`src/rtl/dma_arb_pkg.sv`:
```
package dma_arb_pkg;
  typedef enum logic [1:0] {
    ARB_IDLE = 2'd0,
    ARB_BUSY = 2'd1,
    ARB_HOLD = 2'd2
  } arb_state_e;
endpackage

```
`src/rtl/dma_req_qualify.sv`:
```
// Per-channel request qualification plus the software-request pending latch.
module dma_req_qualify #(
  parameter int NUM_CH = 8
) (
  input  logic              clk,
  input  logic              rst,
  input  logic              glb_en,
  input  logic [NUM_CH-1:0] ch_en,
  input  logic [NUM_CH-1:0] ch_mask,
  input  logic [NUM_CH-1:0] ch_burst_only,
  input  logic [NUM_CH-1:0] req_single,
  input  logic [NUM_CH-1:0] req_burst,
  input  logic [NUM_CH-1:0] sw_req,
  input  logic [NUM_CH-1:0] gnt_clr,
  output logic [NUM_CH-1:0] cand,
  output logic [NUM_CH-1:0] cand_burst
);
  logic [NUM_CH-1:0] sw_pend;

  for (genvar i = 0; i < NUM_CH; i++) begin : g_ch
    logic ext_single;
    logic ext_burst;
    logic live;

    // single requests drop out on burst-only channels; R2: mask kills both external kinds
    assign ext_single = req_single[i] & ~ch_burst_only[i] & ~ch_mask[i];
    assign ext_burst  = req_burst[i] & ~ch_mask[i];
    assign live       = ch_en[i] & glb_en;

    assign cand[i]       = live & (ext_single | ext_burst | sw_pend[i]);
    assign cand_burst[i] = live & ext_burst;

    // pulse is kept until granted, dropped while the channel is disabled
    always_ff @(posedge clk) begin
      if (rst) begin
        sw_pend[i] <= 1'b0;
      end else begin
        sw_pend[i] <= ((sw_pend[i] & ~gnt_clr[i]) | sw_req[i]) & ch_en[i];
      end
    end
  end
endmodule

```
`src/rtl/dma_prio_pick.sv`:
```
// Two-level priority selection, lowest index wins inside a level.
module dma_prio_pick #(
  parameter int NUM_CH = 8,
  parameter int IDX_W  = $clog2(NUM_CH)
) (
  input  logic [NUM_CH-1:0] cand,
  input  logic [NUM_CH-1:0] hipri,
  output logic              any,
  output logic [IDX_W-1:0]  idx
);
  logic [NUM_CH-1:0] hi_set;
  logic [NUM_CH-1:0] level;

  assign hi_set = cand & hipri;
  assign level  = (|hi_set) ? hi_set : cand;
  assign any    = |cand;

  always_comb begin
    idx = '0;
    for (int i = NUM_CH - 1; i >= 0; i--) begin
      if (level[i]) idx = IDX_W'(i);
    end
  end
endmodule

```
`src/rtl/dma_chan_tracker.sv`:
```
// Tracks the channel in service and the post-service request handshake.
module dma_chan_tracker
  import dma_arb_pkg::*;
#(
  parameter int NUM_CH = 8,
  parameter int IDX_W  = $clog2(NUM_CH)
) (
  input  logic              clk,
  input  logic              rst,
  input  logic              start,
  input  logic [IDX_W-1:0]  start_idx,
  input  logic              svc_done,
  input  logic [NUM_CH-1:0] ch_waitreq,
  input  logic [NUM_CH-1:0] req_raw,
  output logic              idle,
  output logic [NUM_CH-1:0] ch_active
);
  arb_state_e       state, nstate;
  logic [IDX_W-1:0] cur, ncur;

  always_comb begin
    nstate = state;
    ncur   = cur;
    unique case (state)
      ARB_IDLE: begin
        if (start) begin
          nstate = ARB_BUSY;
          ncur   = start_idx;
        end
      end
      ARB_BUSY: begin
        if (svc_done) begin
          nstate = (ch_waitreq[cur] && req_raw[cur]) ? ARB_HOLD : ARB_IDLE;
        end
      end
      ARB_HOLD: begin
        if (!req_raw[cur]) nstate = ARB_IDLE;
      end
      default: nstate = ARB_IDLE;
    endcase
  end

  always_ff @(posedge clk) begin
    if (rst) begin
      state <= ARB_IDLE;
      cur   <= '0;
    end else begin
      state <= nstate;
      cur   <= ncur;
    end
  end

  for (genvar i = 0; i < NUM_CH; i++) begin : g_act
    always_ff @(posedge clk) begin
      if (rst) ch_active[i] <= 1'b0;
      else     ch_active[i] <= (nstate != ARB_IDLE) && (ncur == IDX_W'(i));
    end
  end

  assign idle = (state == ARB_IDLE);
endmodule

```
`src/rtl/dma_req_arbiter.sv`:
```
module dma_req_arbiter #(
  parameter int NUM_CH = 8,
  parameter int IDX_W  = $clog2(NUM_CH)
) (
  input  logic              clk,
  input  logic              rst,
  input  logic              glb_en,
  input  logic [NUM_CH-1:0] ch_en,
  input  logic [NUM_CH-1:0] ch_mask,
  input  logic [NUM_CH-1:0] ch_burst_only,
  input  logic [NUM_CH-1:0] ch_hipri,
  input  logic [NUM_CH-1:0] ch_waitreq,
  input  logic [NUM_CH-1:0] req_single,
  input  logic [NUM_CH-1:0] req_burst,
  input  logic [NUM_CH-1:0] sw_req,
  input  logic              eng_idle,
  input  logic              svc_done,
  output logic              gnt_valid,
  output logic [IDX_W-1:0]  gnt_ch,
  output logic              gnt_burst,
  output logic [NUM_CH-1:0] ch_active
);
  logic [NUM_CH-1:0] cand, cand_burst, gnt_clr;
  logic              pick_any, trk_idle, gnt_fire;
  logic [IDX_W-1:0]  pick_idx;

  dma_req_qualify #(.NUM_CH(NUM_CH)) u_qual (
    .clk(clk), .rst(rst), .glb_en(glb_en), .ch_en(ch_en), .ch_mask(ch_mask),
    .ch_burst_only(ch_burst_only), .req_single(req_single), .req_burst(req_burst),
    .sw_req(sw_req), .gnt_clr(gnt_clr), .cand(cand), .cand_burst(cand_burst)
  );

  dma_prio_pick #(.NUM_CH(NUM_CH), .IDX_W(IDX_W)) u_pick (
    .cand(cand), .hipri(ch_hipri), .any(pick_any), .idx(pick_idx)
  );

  assign gnt_fire = trk_idle & eng_idle & glb_en & pick_any;

  for (genvar i = 0; i < NUM_CH; i++) begin : g_clr
    assign gnt_clr[i] = gnt_fire && (pick_idx == IDX_W'(i));
  end

  dma_chan_tracker #(.NUM_CH(NUM_CH), .IDX_W(IDX_W)) u_trk (
    .clk(clk), .rst(rst), .start(gnt_fire), .start_idx(pick_idx),
    .svc_done(svc_done), .ch_waitreq(ch_waitreq), .req_raw(req_single | req_burst),
    .idle(trk_idle), .ch_active(ch_active)
  );

  always_ff @(posedge clk) begin
    if (rst) begin
      gnt_valid <= 1'b0;
      gnt_ch    <= '0;
      gnt_burst <= 1'b0;
    end else begin
      gnt_valid <= gnt_fire;
      if (gnt_fire) begin
        gnt_ch    <= pick_idx;
        gnt_burst <= cand_burst[pick_idx];
      end
    end
  end
endmodule

```
`config.mk`:
```
export PLATFORM = sky130hd
export DESIGN_NAME = dma_req_arbiter
export DESIGN_NICKNAME = d
export VERILOG_FILES = /design/src/rtl/dma_arb_pkg.sv /design/src/rtl/dma_req_qualify.sv /design/src/rtl/dma_prio_pick.sv /design/src/rtl/dma_chan_tracker.sv /design/src/rtl/dma_req_arbiter.sv
export SDC_FILE = /design/constraint.sdc
export NUM_CORES = 1
export LEC_CHECK = 0
export ABC_AREA = 0
export BUFFER_PORTS_ARGS = -buffer_cell sky130_fd_sc_hd__buf_2
export CAP_MARGIN = 40
export CORE_MARGIN = 2
export CORE_UTILIZATION = 44
export DETAILED_ROUTE_END_ITERATION = 16
export PLACE_DENSITY = 0.77
export SETUP_SLACK_MARGIN = 0.15
export SKIP_LAST_GASP = 1
export SLEW_MARGIN = 15
export SYNTH_ARGS = -nofsm -noshare
export SYNTH_HDL_FRONTEND = slang
export SYNTH_SLANG_ARGS = --single-unit
export TNS_END_PERCENT = 5
```
`constraint.sdc`:
```
create_clock -name clk -period 2.7 [get_ports clk]
set_input_delay 0.27 -clock clk [delete_from_list [all_inputs] [get_ports clk]]
set_output_delay 0.27 -clock clk [all_outputs]
set_load 0.005 [all_outputs]
```
==> reports/qor.yml <==
status:
  outcome: "completed"
route:
  firstDrtPassIters: 4
  ant_nets: 0
  drtIter0Drc: 91
  routed_wl_mm: 6.33
  wl_per_cell_um: 16.1
  viasPerCell: 5.60
  post-route-drc-count: 0
  vias: 2208
run:
  maxCapViolCount: 0
worst_hold_path:
  hold_path.class: "primary input to flip-flop"
logic_synthesis:
  synth_top_cell_by_area: "dfxtp_1"
  synth_nets: 301
  synth.mux.area_fraction_pct: 3.67
  synth_xor_area_share_pct: 0
  synthAdderAreaFrac_pct: 0
  syn-cell-area_mm2: 0.00204
  synth.most_common_cell: "nor2_1"
  ys_top_cells_by_count: "nor2_1, dfxtp_1, a211oi_1, nand2_1, a21oi_1"
  synth_simple_gate_area_share_pct: 29.9
  yosysSeqAreaShare_pct: 25.5
  synth.top_cell.area_share_pct: 25.5
  yosys_warnings: 0
  synth_compound_area_share_pct: 36.6
  synthTopCellsByArea: "dfxtp_1, a2111oi_4, a211oi_1"
  synth_top_family_by_area: "compound AO/OA/AOI/OAI gates"
  synth_cell_types: 54
  synth-edff-count: 0
  ys.flop_type: "dfxtp_1"
  netlist_instances: 232
  syn_avg_cell_area_um2: 8.81
  async_reset_ff_share_pct: 0
  ys_ff_latch: 26
worst_setup_path:
  crit_path_start_kind: "flip-flop"
  arrival_ps: 2820
  endpoint_kind: "flip-flop"
  path_class: "flip-flop to flip-flop"
  critPathMaxFanout: 6
  crit_required_ps: 2880
sta:
  rsz0062_at_grt: "true"
  setup_slack_ps: 65.2
  skew_ps: 14.2
  maxSlewViolCount: 0
  finalSetupViolCount: 0
  slew_headroom_pct: 66.4
  hold_viol_final: 0
  whs_ps: 218
  min_period_ps: 2630
  max_freq_mhz: 380
  tightest_slew_ps: 502
  finalCritPeriodShare_pct: 97.6
floorplan:
  initial_core_util_pct: 46.3
  coreArea_mm2: 0.00441
  die_h_um: 72.1
  io_pins: 82
  num_rows: 24
  die_w_um: 72.1
  die_area_mm2: 0.00520
placed_design:
  post_dp_cell_area_mm2: 0.00270
  dp_hpwl_mm: 4.96
  place.gp.congestion: 0.938
  dp_slack_ps: -114
  io_buffers: 81
grt:
  grt_max_degree: 19
  grt_usage_pct: 24.8
  grt_pass1_vias: 2147
  antenna_found_initial: 0
  overflow: 0
  grt_first_pass_wirelength_mm: 10.1
finish:
  antennaDiodeCount: 0
  seq_area_um2: 524
  finalNetCount: 412
  multiInputGateArea_mm2: 0.00151
  fill_cells: 381
  synthToLayoutAreaGrowth_pct: 41.0
  drive_gt1_share_pct: 49.1
  postLayoutCellArea_mm2: 0.00288
power_and_ir_drop:
  powerDensity_mw_per_mm2: 383
  p_leak_nw: 1.20
  ir_drop_uv: 265
  power_w: 0.00110
clock_network:
  cts-htree-levels: 1
  cts_root_buf: "clkbuf_8"
  cts_tree: "built"
  cts.sinks: 26
  clock_latency_ps: 280
  cts_buffers: 3
  clk_path_buf_depth: 2
  clk_pin_slew_ps: 110
  hold_buffers: 0
-- per-stage QoR --
| step | utilization [%] | TNS (ps) | instances |
|---|---|---|---|
| global placement | 61.2 | -720 | 387 |
| CTS | 63.7 | 0 | 393 |
| global route | 65.2 | -354 | 394 |
| floorplan | - | 0 | 232 |
| finish | 65.2 | 0 | 394 |
| detailed placement | 61.2 | -1010 | 387 |
-- state kept, by name (all words and copies together) (netlist names) --
name / cells
u_qual.sw_pend: 8
u_trk.ch_active: 8
gnt_ch: 3
u_trk.cur: 3
u_trk.state: 2
gnt_burst: 1
gnt_valid: 1
-- metal layers --
| metal | global-route usage [%] | routed length (um) | vias to the layer above | share of wire [%] |
|---|---|---|---|---|
| met4 | 5.66 | 66 | 0 | 1.0 |
| met3 | 4.03 | 525 | 6 | 8.3 |
| met1 | 33.8 | 2740 | 1012 | 43 |
| met5 | 0 | 0 | - | 0 |
| li1 | - | - | 1096 | - |
| met2 | 41.0 | 3010 | 94 | 47 |
-- critical path, stage by stage, from the launching register on --
cell and delay (ps):
dfxtp_1 410, nor2_2 70, a2111oi_4 380, a2111oi_4 110, and2_4 240, o21a_4 240
buf_4 140, a311oi_2 350, o21ai_1 170, and2_4 190, a211oi_1 220
-- where the power goes --
group,total [W],internal (W),switching [W]
Sequential,0.000411,0.000397,0.0000139
Combinational,0.000358,0.000170,0.000188
Clock,0.000333,0.000198,0.000135
-- layout make-up --
class | count | area share [%]
well taps | 52 | 2.26
repair buffers | 115 | 22.9
multi-input cells | 185 | 52.6
inverters | 12 | 1.56
clock inverters | 1 | 1.04
clock buffers | 3 | 1.43
flip-flops and latches | 26 | 18.2
-- cells by family after synthesis --
group / after synthesis
and+or+nand+nor: 109
DFF: 26
muxes: 5
buffers and inverters: 21
AOI/OAI and AO/OA: 71
-- timing repair --
item	CTS	global route
setup endpoints to repair	13	22
hold endpoints to repair	0	0
buffers inserted	2	1
pin swaps	9	6
gates resized for setup	9	16
-- final timing paths --
kind / slack, ps / startpoint / depth (start not counted) / to
worst max-delay path: 70 / u_qual.sw_pend[5] / 10 / u_trk.ch_active[5]
worst min-delay path: 220 / sw_req[5] / 2 / u_qual.sw_pend[5]
worst min register to register: 460 / gnt_ch[0] / 2 / gnt_ch[0]
worst max register to register: 70 / u_qual.sw_pend[5] / 10 / u_trk.ch_active[5]
-- cells in the final DEF, fill, tap and decap left out, types with 3 or more instances in the layout --
cell	count
buf_2	81
buf_4	34
dfxtp_1	23
nor2_1	20
nand2_1	17
a211oi_1	17
a21oi_1	14
inv_1	12
nand2b_1	11
a2111oi_4	8
nor3_1	8
nor3b_1	8
o31a_1	7
nor2_2	5
nand3b_1	4
nor2b_2	3
nand2_2	3
nor4_1	3
nor2b_1	3
nand3_1	3
mux2i_1	3
clkbuf_8	3
dfxtp_2	3
Note: power is estimated with default switching activity, not from simulation.
